--- src/rtl/silo_pkg.sv ---
package silo_pkg;
  typedef enum logic [1:0] {
    FILL_NONE   = 2'd0,
    FILL_STATUS = 2'd1,
    FILL_HEADER = 2'd2
  } fill_e;
endpackage

--- src/rtl/silo_queue.sv ---
module silo_queue
  import silo_pkg::*;
#(
  parameter int W     = 16,
  parameter int DEPTH = 3
) (
  input  logic                       clk_i,
  input  logic                       rst_ni,
  input  fill_e                      fill_i,
  input  logic [W-1:0]               fill_word_i,
  input  logic                       rd_i,
  input  logic                       side_clr_i,
  output logic [DEPTH-1:0][W-1:0]    ent_o,
  output logic                       side_o,
  output logic [W/2-1:0]             byte_o
);
  localparam int HB = W / 2;

  logic side_q;
  logic pop;

  assign pop    = rd_i & side_q;
  assign side_o = side_q;
  assign byte_o = side_q ? ent_o[0][W-1:HB] : ent_o[0][HB-1:0];

  for (genvar i = 0; i < DEPTH; i++) begin : g_ent
    logic [W-1:0] q;
    logic [W-1:0] shift_in;
    if (i == DEPTH - 1) begin : g_tail
      assign shift_in = q;  // tail repeats
    end else begin : g_body
      assign shift_in = ent_o[i+1];
    end
    always_ff @(posedge clk_i or negedge rst_ni) begin
      if (!rst_ni) q <= '0;
      else begin
        unique case (fill_i)
          FILL_STATUS: q <= fill_word_i;
          FILL_HEADER: q <= (i == 0) ? fill_word_i : '0;
          default:     if (pop) q <= shift_in;
        endcase
      end
    end
    assign ent_o[i] = q;
  end

  always_ff @(posedge clk_i or negedge rst_ni) begin
    if (!rst_ni)         side_q <= 1'b0;
    else if (side_clr_i) side_q <= 1'b0;
    else if (rd_i)       side_q <= ~side_q;
  end
endmodule

--- src/rtl/silo_flags.sv ---
module silo_flags #(
  parameter int            CMD_W    = 12,
  parameter int            ERR_W    = 12,
  parameter int            IE_BIT   = 8,
  parameter logic [11:0]   ERR_MASK = 12'o7003
) (
  input  logic             clk_i,
  input  logic             rst_ni,
  input  logic             cmd_load_i,
  input  logic [CMD_W-1:0] cmd_word_i,
  input  logic             done_pulse_i,
  input  logic [ERR_W-1:0] done_err_i,
  input  logic             skip_done_i,
  input  logic             skip_err_i,
  input  logic             drive_ready_i,
  output logic             done_o,
  output logic             err_flag_o,
  output logic             irq_o,
  output logic             skip_done_o,
  output logic             skip_err_o,
  output logic [ERR_W-1:0] err_rd_o
);
  localparam logic [ERR_W-1:0] MASK = ERR_W'(ERR_MASK);
  localparam logic [ERR_W-1:0] RDY  = ERR_W'(1);

  logic             done_q, ef_q, ie_q;
  logic [ERR_W-1:0] err_q, err_base, err_next;

  assign err_base = cmd_load_i ? '0 : err_q;
  assign err_next = done_pulse_i ? (err_base | done_err_i) : err_base;

  always_ff @(posedge clk_i or negedge rst_ni) begin
    if (!rst_ni) begin
      done_q <= 1'b0;
      ef_q   <= 1'b0;
      ie_q   <= 1'b0;
      err_q  <= '0;
    end else begin
      err_q <= err_next;
      if (cmd_load_i) ie_q <= cmd_word_i[IE_BIT];
      if (done_pulse_i)                    done_q <= 1'b1;
      else if (cmd_load_i || skip_done_i)  done_q <= 1'b0;
      if (done_pulse_i)                    ef_q <= (err_next != '0);
      else if (cmd_load_i || skip_err_i)   ef_q <= 1'b0;
    end
  end

  assign done_o      = done_q;
  assign err_flag_o  = ef_q;
  assign irq_o       = done_q & ie_q;
  assign skip_done_o = skip_done_i & done_q;
  assign skip_err_o  = skip_err_i & ef_q;
  assign err_rd_o    = (err_q & MASK & ~RDY) | (drive_ready_i ? RDY : '0);
endmodule

--- src/rtl/silo_status.sv ---
module silo_status
  import silo_pkg::*;
#(
  parameter int DEPTH  = 3,
  parameter int CYL_W  = 9,
  parameter int SEC_W  = 6,
  parameter int CMD_W  = 12,
  parameter int ERR_W  = 12,
  parameter int IE_BIT = 8
) (
  input  logic             clk_i,
  input  logic             rst_ni,
  input  logic             cmd_load_i,
  input  logic [CMD_W-1:0] cmd_word_i,
  input  logic             ld_status_i,
  input  logic [CYL_W+SEC_W:0] status_word_i,
  input  logic             ld_header_i,
  input  logic [CYL_W-1:0] cyl_i,
  input  logic             head_i,
  input  logic [SEC_W-1:0] sector_i,
  input  logic             rd_byte_i,
  output logic [(CYL_W+SEC_W+1)/2-1:0] rd_byte_o,
  input  logic             done_pulse_i,
  input  logic [ERR_W-1:0] done_err_i,
  input  logic             skip_done_i,
  input  logic             skip_err_i,
  input  logic             drive_ready_i,
  output logic             skip_done_o,
  output logic             skip_err_o,
  output logic             done_o,
  output logic             err_flag_o,
  output logic             irq_o,
  output logic [ERR_W-1:0] err_rd_o
);
  localparam int W = CYL_W + SEC_W + 1;

  fill_e                    fill;
  logic [W-1:0]             fill_word;
  logic [DEPTH-1:0][W-1:0]  ent;
  logic                     side;

  always_comb begin
    fill      = FILL_NONE;
    fill_word = status_word_i;
    if (ld_status_i) fill = FILL_STATUS;
    else if (ld_header_i) begin
      fill      = FILL_HEADER;
      fill_word = {cyl_i, head_i, sector_i};  // (cyl*2+head)<<SEC_W | sector
    end
  end

  silo_queue #(.W(W), .DEPTH(DEPTH)) u_q (
    .clk_i, .rst_ni,
    .fill_i      (fill),
    .fill_word_i (fill_word),
    .rd_i        (rd_byte_i),
    .side_clr_i  (cmd_load_i),
    .ent_o       (ent),
    .side_o      (side),
    .byte_o      (rd_byte_o)
  );

  silo_flags #(.CMD_W(CMD_W), .ERR_W(ERR_W), .IE_BIT(IE_BIT)) u_f (
    .clk_i, .rst_ni,
    .cmd_load_i, .cmd_word_i, .done_pulse_i, .done_err_i,
    .skip_done_i, .skip_err_i, .drive_ready_i,
    .done_o, .err_flag_o, .irq_o, .skip_done_o, .skip_err_o, .err_rd_o
  );
endmodule

--- config.mk ---
export PLATFORM = sky130hd
export DESIGN_NAME = silo_status
export DESIGN_NICKNAME = d
export VERILOG_FILES = /design/src/rtl/silo_pkg.sv /design/src/rtl/silo_queue.sv /design/src/rtl/silo_flags.sv /design/src/rtl/silo_status.sv
export SDC_FILE = /design/constraint.sdc
export NUM_CORES = 1
export LEC_CHECK = 0
export ABC_AREA = 1
export BUFFER_PORTS_ARGS = -buffer_cell sky130_fd_sc_hd__buf_2
export CAP_MARGIN = 20
export CELL_PAD_IN_SITES_DETAIL_PLACEMENT = 1
export CELL_PAD_IN_SITES_GLOBAL_PLACEMENT = 2
export CORE_MARGIN = 2
export CORE_UTILIZATION = 30
export DETAILED_ROUTE_END_ITERATION = 7
export PLACE_DENSITY_LB_ADDON = 0.1
export SKIP_CTS_REPAIR_TIMING = 1
export SLEW_MARGIN = 0
export SYNTH_ARGS = -nofsm -noshare
export SYNTH_HDL_FRONTEND = slang
export SYNTH_SLANG_ARGS = --single-unit
--- constraint.sdc ---
create_clock -name clk_i -period 1.44 [get_ports clk_i]
set_input_delay 0.072 -clock clk_i [delete_from_list [all_inputs] [get_ports clk_i]]
set_output_delay 0.072 -clock clk_i [all_outputs]
set_load 0.005 [all_outputs]
==> flow_summary.ini, run 1 <==
[run_status]
status = finished with violations
failed_checks = negative hold slack

[route]
vias = 2283
via_per_inst = 4.31
drc = 0
dr.pass1.iters = 4
wirelength_um = 7360
dr.first_iter.drc_count = 59
ant_nets = 0
wire_per_inst_um = 13.9

[sta]
max_freq_ghz = 0.709
fin_crit_sh = 0.980
tns_ns = 0
slew_violations = 0
min_period_ns = 1.41
rsz0062_at_grt = yes
clock_skew_ns = 0.00676
worst_hold_slack_ns = -0.00768
setup-violations-final = 0
layout_setup_ws_ns = 0.0294
hold_viol = 2

[final_layout]
layout-drive-gt1-share = 0.338
layout.nets = 459
syn_to_final_growth_pct = 30.3
stdcell_area_mm2 = 0.00385
diodes = 0

[synth]
ys_seq_elements = 64
ys_seq_area_frac = 0.541
netlist_area_mm2 = 0.00296
yosysTopAreaCell = dfrtp_1
synth_edf_count = 0
post-synth-top-count-cell = nand2_1
post-synth-top-area-fraction = 0.541
synth_cell_types = 21
yosys_warnings = 0
synth_common_cells = 107 x nand2_1, 64 x dfrtp_1, 25 x nor2_1
synth_area_leaders = dfrtp_1 54%, nand2_1 14%, mux2_2 5.3%
avgSynthCellArea_um2 = 9.76
async_flop_share = 1.00
syn_inst = 303
yosys_most_used_dff = dfrtp_1

[min_path]
worst_hold_path_type = primary input to register
hp-start = status_word_i[1]

[placement]
postPlaceCellArea_mm2 = 0.00342
hpwl_um = 5000
dp_slack_ns = 0.215
gp_congestion = 0.688
portBuffers = 70

[setup_path]
r2r_slack_ns = 0.13
cp-end-kind = output port
worst_r2r_startpoint = u_q.side_o$_DFFE_PN0P_
cp_slowest_stage_delay_ns = 0.40
crit_type = register to output port
crit_start = u_q.side_o$_DFFE_PN0P_
arrival_ns = 1.34
crit_path_cell_trace = buf_6, mux2_4, buf_6
required_ns = 1.37
worst_setup_path_start_kind = register
critPathMaxFanout = 5
path_common_cell = buf_6
crit_path_top_delay_cell = dfrtp_1

[grt]
overflow = 0
gr-usage-all-layers = 0.145
antenna_found_initial = 0
grt_pass1_wl_um = 11600
grt_pass1_vias = 2232
grt_start_max_net_pins = 65

[cts]
cts_buffers = 9
clkTransAtPathRegs_ns = 0.07
ctsLongestPathBuffers = 2
htreeDepth = 3
cts.sinks = 64
clock_latency_ns = 0.33
cts_tree = built
cts-root-buf = clkbuf_8

[power_and_ir_drop]
p_leak_nw = 1.98
peakVddDrop_mv = 0.404
powerDensity_mw_per_mm2 = 1110

[die]
die_height_um = 103
dieArea_mm2 = 0.0107
io_pins = 91
start_util = 0.305
core.rowCount = 36
fp.coreArea_mm2 = 0.00968
die_x_um = 103

[run]
maxCapViolCount = 0
## cell type report
class	instances	area (um^2)
repair buffers	98	677
clock buffers	11	141
flip-flops and latches	64	1600
well taps	133	166
multi-input cells	206	1170
fillers	1123	5830
inverters	14	52.6
clock inverters	4	45.0
## cells by family (layout without fill, tap and decap cells)
group	after synthesis	count (layout)	share of synthesized area
muxes	22	22	0.0939
other	1	7	0.00127
and+or+nand+nor	148	148	0.212
AOI/OAI and AO/OA	29	29	0.0702
DFF	64	64	0.541
buffers and inverters	39	127	0.0808
## worst paths after layout
| path | end | cells after the start |
|---|---|---|
| max | rd_byte_o[1] | 3 |
| min | u_q.g_ent[1].shift_in[1]$_DFFE_PN0N_ | 3 |
| max reg2reg | u_q.g_ent[0].shift_in[2]$_DFFE_PN0P_ | 4 |
| min reg2reg | u_q.g_ent[1].shift_in[0]$_DFFE_PN0N_ | 2 |
| max in group asynchronous | u_q.g_ent[1].shift_in[8]$_DFFE_PN0N_ | 3 |
| min in group asynchronous | u_q.g_ent[1].shift_in[15]$_DFFE_PN0N_ | 3 |
## per-stage QoR
step / util / cells / total power [mW]
detailed placement: 0.353 / 498 / 2.72
floorplan: - / 309 / 2.46
CTS: 0.372 / 513 / 4.25
finish: 0.398 / 530 / 4.29
global placement: 0.353 / 498 / 2.71
global route: 0.398 / 530 / 4.54
## placed cells by master, fill, tap and decap left out
master,Yosys,layout
conb_1,1,7
mux2_4,8,16
buf_4,12,8
o21ai_0,6,6
nor2_4,1,1
clkbuf_1,0,1
inv_1,13,13
clkbuf_8,0,10
a21oi_1,1,1
dlygate4sd3_1,0,16
nand2_4,3,3
nand2_1,107,107
a41oi_1,12,12
dfrtp_1,64,64
nor2_1,25,25
buf_12,0,2
a31oi_1,6,6
mux2_2,14,6
inv_2,1,1
nand3_1,1,1
o21a_1,4,4
clkinv_2,0,3
buf_6,5,9
nand2_2,10,10
buf_2,8,63
bufinv_16,0,1
nor2_8,1,1
## power breakdown
part / internal [mW] / leakage, nW / total (mW) / switching [mW]
Clock: 0.830 / 0.0989 / 1.51 / 0.676
Combinational: 0.384 / 1.10 / 0.722 / 0.338
Sequential: 1.97 / 0.787 / 2.06 / 0.0907
## registers in the layout, summed over array words and instances (netlist names)
name,count
u_f.done_o,1
u_f.err_flag_o,1
u_f.ie_q,1
u_q.side_o,1
u_f.err_q,12
u_q.g_ent.q,16
u_q.g_ent.shift_in,32
## worst max-delay path: cells and delay by family (launching register included)
family	cells	cell delay [ns]
flops	1	0.40
mux	1	0.31
buf+inv	2	0.29
## metal layers
metal | global-route usage | part of all wire | vias up
li1 | - | - | 1133
met1 | 0.208 | 0.49 | 1098
met2 | 0.215 | 0.46 | 43
met3 | 0.0309 | 0.038 | 9
met4 | 0.0577 | 0.013 | 0
met5 | 0 | 0 | -
(Power assumes the default switching activity.)
==> inputs of run 2 (changes only) <==
==> constraint.sdc (replaced) <==
create_clock -name clk_i -period 1.44 [get_ports clk_i]
set_input_delay 0.288 -clock clk_i [delete_from_list [all_inputs] [get_ports clk_i]]
set_output_delay 0.288 -clock clk_i [all_outputs]
set_load 0.005 [all_outputs]
==> run 2 against run 1 <==
The run ends with negative setup slack left. Total power up 4.0%. Global-route usage down 0.18 points. Non-clock buffer count down 12. Critical path type unchanged.
==> flow_summary.ini, run 2 (synthesis results as in run 1) <==
[power_and_ir_drop]
p_leak_nw = 1.96
peakVddDrop_mv = 0.525
powerDensity_mw_per_mm2 = 1180

[setup_path]
crit_path_cell_trace = buf_6, mux2_4, buf_6
worst_r2r_startpoint = u_q.side_o$_DFFE_PN0P_
path_common_cell = buf_6
arrival_ns = 1.34
worst_setup_path_start_kind = register
required_ns = 1.15
reg2reg_to = u_q.g_ent[0].shift_in[0]$_DFFE_PN0P_
crit_type = register to output port
reg2reg_depth = 5
cp-end-kind = output port
cp_slowest_stage_delay_ns = 0.42
critPathMaxFanout = 5
crit_path_top_delay_cell = dfrtp_1
r2r_slack_ns = 0.05

[run_status]
status = finished with violations
failed_checks = negative setup slack

[grt]
antenna_found_initial = 0
overflow = 0
grt_start_max_net_pins = 65
grt_pass1_wl_um = 11500
gr-usage-all-layers = 0.144
grt_pass1_vias = 2279

[sta]
setup-violations-final = 8
layout_setup_ws_ns = -0.187
clock_skew_ns = 0.00833
slew_violations = 0
max_freq_ghz = 0.615
min_period_ns = 1.63
hold_viol = 0
worst_hold_slack_ns = 0.171
fin_crit_sh = 1.13
rsz0062_at_grt = yes

[final_layout]
layout_commonest_cell = nand2_1
final_cell_mix = 106 x nand2_1, 64 x dfrtp_1, 62 x buf_2
layout-drive-gt1-share = 0.355
layout.nets = 447
fin_util = 0.391
syn_to_final_growth_pct = 28.0
diodes = 0
largest_register_ffs = 32

[die]
die_height_um = 103
fp.coreArea_mm2 = 0.00968
start_util = 0.305
io_pins = 91
core.rowCount = 36
die_x_um = 103
dieArea_mm2 = 0.0107

[min_path]
min_to = u_f.done_o$_DFFE_PN0P_
worst_hold_path_type = primary input to register
hp-start = skip_done_i
whs_path_depth = 2

[cts]
ctsLongestPathBuffers = 2
clock_latency_ns = 0.33
cts_buffers = 9
clkTransAtPathRegs_ns = 0.07
cts-root-buf = clkbuf_8
htreeDepth = 3
cts_tree = built
cts.sinks = 64

[route]
drc = 0
wire_per_inst_um = 13.6
ant_nets = 0
via_per_inst = 4.30
dr.first_iter.drc_count = 40
wirelength_um = 7060
vias = 2233
dr.pass1.iters = 4

[run]
maxCapViolCount = 0

[placement]
dp_slack_ns = 0.0976
portBuffers = 70
hpwl_um = 5040
gp_congestion = 0.700
-- run 2: changes by cell type in the layout (fill, tap and decap cells not counted), moves of 2 or more --
cell	before	now
clkinv_2	3	1
dlygate4sd3_1	16	1
clkbuf_1	1	3
buf_12	2	4
-- run 2: through the flow --
stage                     instance area (um^2)  setup TNS (ns)  std cells  total power, mW
after floorplan                           2980               0        309             2.46
after global placement                    3470               0        501             2.72
after detailed placement                  3470               0        501             2.74
after CTS                                 3680           -2.05        517             4.46
after global routing                      3790           -1.94        519             4.73
final                                     3790           -1.44        519             4.46
-- run 2: worst max-delay path, delay by kind of cell (launching register included) --
family | cells | cell delay (ns)
buf+inv | 2 | 0.28
flops | 1 | 0.42
mux | 1 | 0.31
-- run 2: how the worst max path moves through the flow --
stage                                                  endpoint  cells after the start                   start  slack [ns]
after floorplan           u_q.g_ent[0].shift_in[10]$_DFFE_PN0P_                      5             ld_status_i        0.26
after global routing                               rd_byte_o[6]                      3  u_q.side_o$_DFFE_PN0P_       -0.24
after global placement     u_q.g_ent[0].shift_in[0]$_DFFE_PN0P_                      4  u_q.side_o$_DFFE_PN0P_        0.10
after CTS                                          rd_byte_o[4]                      3  u_q.side_o$_DFFE_PN0P_       -0.27
final                                              rd_byte_o[2]                      3  u_q.side_o$_DFFE_PN0P_       -0.19
after detailed placement   u_q.g_ent[0].shift_in[0]$_DFFE_PN0P_                      4  u_q.side_o$_DFFE_PN0P_         0.1
-- run 2: cell type report --
| class | instances | area [um^2] |
|---|---|---|
| Clock inverter | 3 | 65.1 |
| Clock buffer | 13 | 149 |
| Fill cell | 1124 | 5900 |
| Multi-Input combinational cell | 206 | 1170 |
| Timing Repair Buffer | 86 | 581 |
| Inverter | 14 | 52.6 |
| Sequential cell | 64 | 1600 |
| Tap cell | 133 | 166 |
-- run 2: per-layer routing --
layer	up-vias	part of all wire	track usage
li1	1107	-	-
met1	1073	0.47	0.199
met2	46	0.47	0.219
met3	7	0.039	0.0262
met4	0	0.015	0.0668
met5	-	0	0
-- run 2: power by group --
part / internal [mW] / switching, mW
Combinational: 0.377 / 0.332
Sequential: 1.97 / 0.0905
Clock: 1.02 / 0.665
==> inputs of run 3 (changes only) <==
--- a/config.mk
+++ b/config.mk
@@ -15,6 +15,7 @@
 export DETAILED_ROUTE_END_ITERATION = 7
 export PLACE_DENSITY_LB_ADDON = 0.1
 export SKIP_CTS_REPAIR_TIMING = 1
+export SKIP_LAST_GASP = 1
 export SLEW_MARGIN = 0
 export SYNTH_ARGS = -nofsm -noshare
 export SYNTH_HDL_FRONTEND = slang
==> run 3 against run 2 <==
The run still ends with negative setup slack left. Core utilization barely moved. Sequential share of layout area barely moved. Clock-buffer cell count did not move. Sequential power barely moved. Global-route usage did not move. Design area barely moved. Die area did not move. Fmax barely moved. Non-clock buffer count did not move. Sequential cell count did not move. Setup slack barely moved. Highest routed layer unchanged.
==> flow_summary.ini, run 3 (synthesis results as in run 1) <==
[setup_path]
cp_top_family = flip-flops
r2r_slack_ns = -0.01
critPathMaxFanout = 5
reg2reg_to = u_q.g_ent[0].shift_in[0]$_DFFE_PN0P_
reg2reg_depth = 5
required_ns = 1.15
cp-end-kind = output port
arrival_ns = 1.34
crit_start = u_q.side_o$_DFFE_PN0P_
path_common_cell = buf_6
crit_path_cell_trace = buf_6, mux2_4, buf_6
crit_type = register to output port
crit_buf_inv = 2
cp_slowest_stage_delay_ns = 0.42
worst_setup_path_start_kind = register
crit_path_top_delay_cell = dfrtp_1
worst_r2r_startpoint = u_q.side_o$_DFFE_PN0P_

[power_and_ir_drop]
seqPwrFrac = 0.462
p_clk_frac = 0.379
p_int_mw = 3.37
peakVddDrop_mv = 0.524
combPwrFrac = 0.159
powerDensity_mw_per_mm2 = 1180
power_switching_mw = 1.09
p_sw_frac = 0.244
p_leak_nw = 1.96

[grt]
antenna_found_initial = 0
grt_start_max_net_pins = 65
overflow = 0
grt_pass1_wl_um = 11500
grt_pass1_vias = 2279
gr-usage-all-layers = 0.144

[placement]
hpwl_um = 5040
gp_congestion = 0.700
postPlaceCellArea_mm2 = 0.00347
portBuffers = 70
dp_slack_ns = 0.0976

[route]
dr.pass1.iters = 4
dr.first_iter.drc_count = 34
ant_nets = 0
drc = 0
wirelength_um = 7080
wire_per_inst_um = 13.6
via_per_inst = 4.31
vias = 2236

[cts]
clkTransAtPathRegs_ns = 0.07
cts_tree = built
cts_buffers = 9
ctsLongestPathBuffers = 2
clock_latency_ns = 0.33
htreeDepth = 3
cts-root-buf = clkbuf_8
cts.sinks = 64

[final_layout]
stdcell_area_mm2 = 0.00378
syn_to_final_growth_pct = 28.0
layout-drive-gt1-share = 0.352
layout.nets = 447
final-seq-area_mm2 = 0.00160
largest_register_ffs = 32
final_cell_mix = 107 x nand2_1, 64 x dfrtp_1, 62 x buf_2
diodes = 0
layout_commonest_cell = nand2_1
fillerInstances = 1124
multi_input_area_mm2 = 0.00117

[sta]
fin_crit_sh = 1.13
rsz0062_at_grt = yes
layout_setup_ws_ns = -0.186
setup-violations-final = 13
tns_ns = -1.47
worst_hold_slack_ns = 0.172
hold_viol = 0
slew_violations = 0
max_freq_ghz = 0.615
clock_skew_ns = 0.00838
min_period_ns = 1.63

[min_path]
worst_hold_path_type = primary input to register
whs_path_depth = 2
min_to = u_f.done_o$_DFFE_PN0P_
hp-start = skip_done_i

[die]
die_height_um = 103
dieArea_mm2 = 0.0107
die_x_um = 103
start_util = 0.305
io_pins = 91
fp.coreArea_mm2 = 0.00968
core.rowCount = 36

[run_status]
failed_checks = negative setup slack
status = finished with violations

[run]
maxCapViolCount = 0
run 3: layout make-up:
cell class              instances  share of cell area
well taps                     133              0.0440
repair buffers                 86               0.153
flip-flops and latches         64               0.423
multi-input cells             206               0.309
clock inverters                 3              0.0172
clock buffers                  13              0.0393
inverters                      14              0.0139
run 3: per-layer routing:
metal	GRT usage	wire length [um]	vias up	part of all wire
met1	0.199	3350	1075	0.47
met4	0.0668	106	0	0.015
met5	0	0	-	0
li1	-	-	1108	-
met2	0.219	3350	46	0.47
met3	0.0262	275	7	0.039
run 3: metrics by stage:
stage,utilization,power [mW],std cells
after detailed placement,0.358,2.74,501
final,0.391,4.46,519
after global routing,0.391,4.73,519
after floorplan,-,2.46,309
after CTS,0.380,4.46,517
after global placement,0.358,2.72,501
run 3: how the worst max path moves through the flow:
stage               slack (ns)  cells past startpoint                                     to
finish                   -0.19                      3                           rd_byte_o[2]
CTS                      -0.27                      3                           rd_byte_o[4]
detailed placement         0.1                      4   u_q.g_ent[0].shift_in[0]$_DFFE_PN0P_
floorplan                 0.26                      5  u_q.g_ent[0].shift_in[10]$_DFFE_PN0P_
global placement          0.10                      4   u_q.g_ent[0].shift_in[0]$_DFFE_PN0P_
global route             -0.24                      3                           rd_byte_o[6]
run 3: power groups by stage:
stage	clock network [mW]	logic [mW]	registers, mW
floorplan	0	0.398	2.06
global placement	0	0.635	2.09
detailed placement	0	0.643	2.09
CTS	1.75	0.647	2.06
global route	1.84	0.801	2.08
finish	1.69	0.709	2.06
run 3: worst register-to-register path, cell delays in order (launching register included):
cell	delay, ns
dfrtp_1	0.42
buf_4	0.14
nand2_1	0.10
nand2_4	0.17
buf_12	0.17
mux2_2	0.34
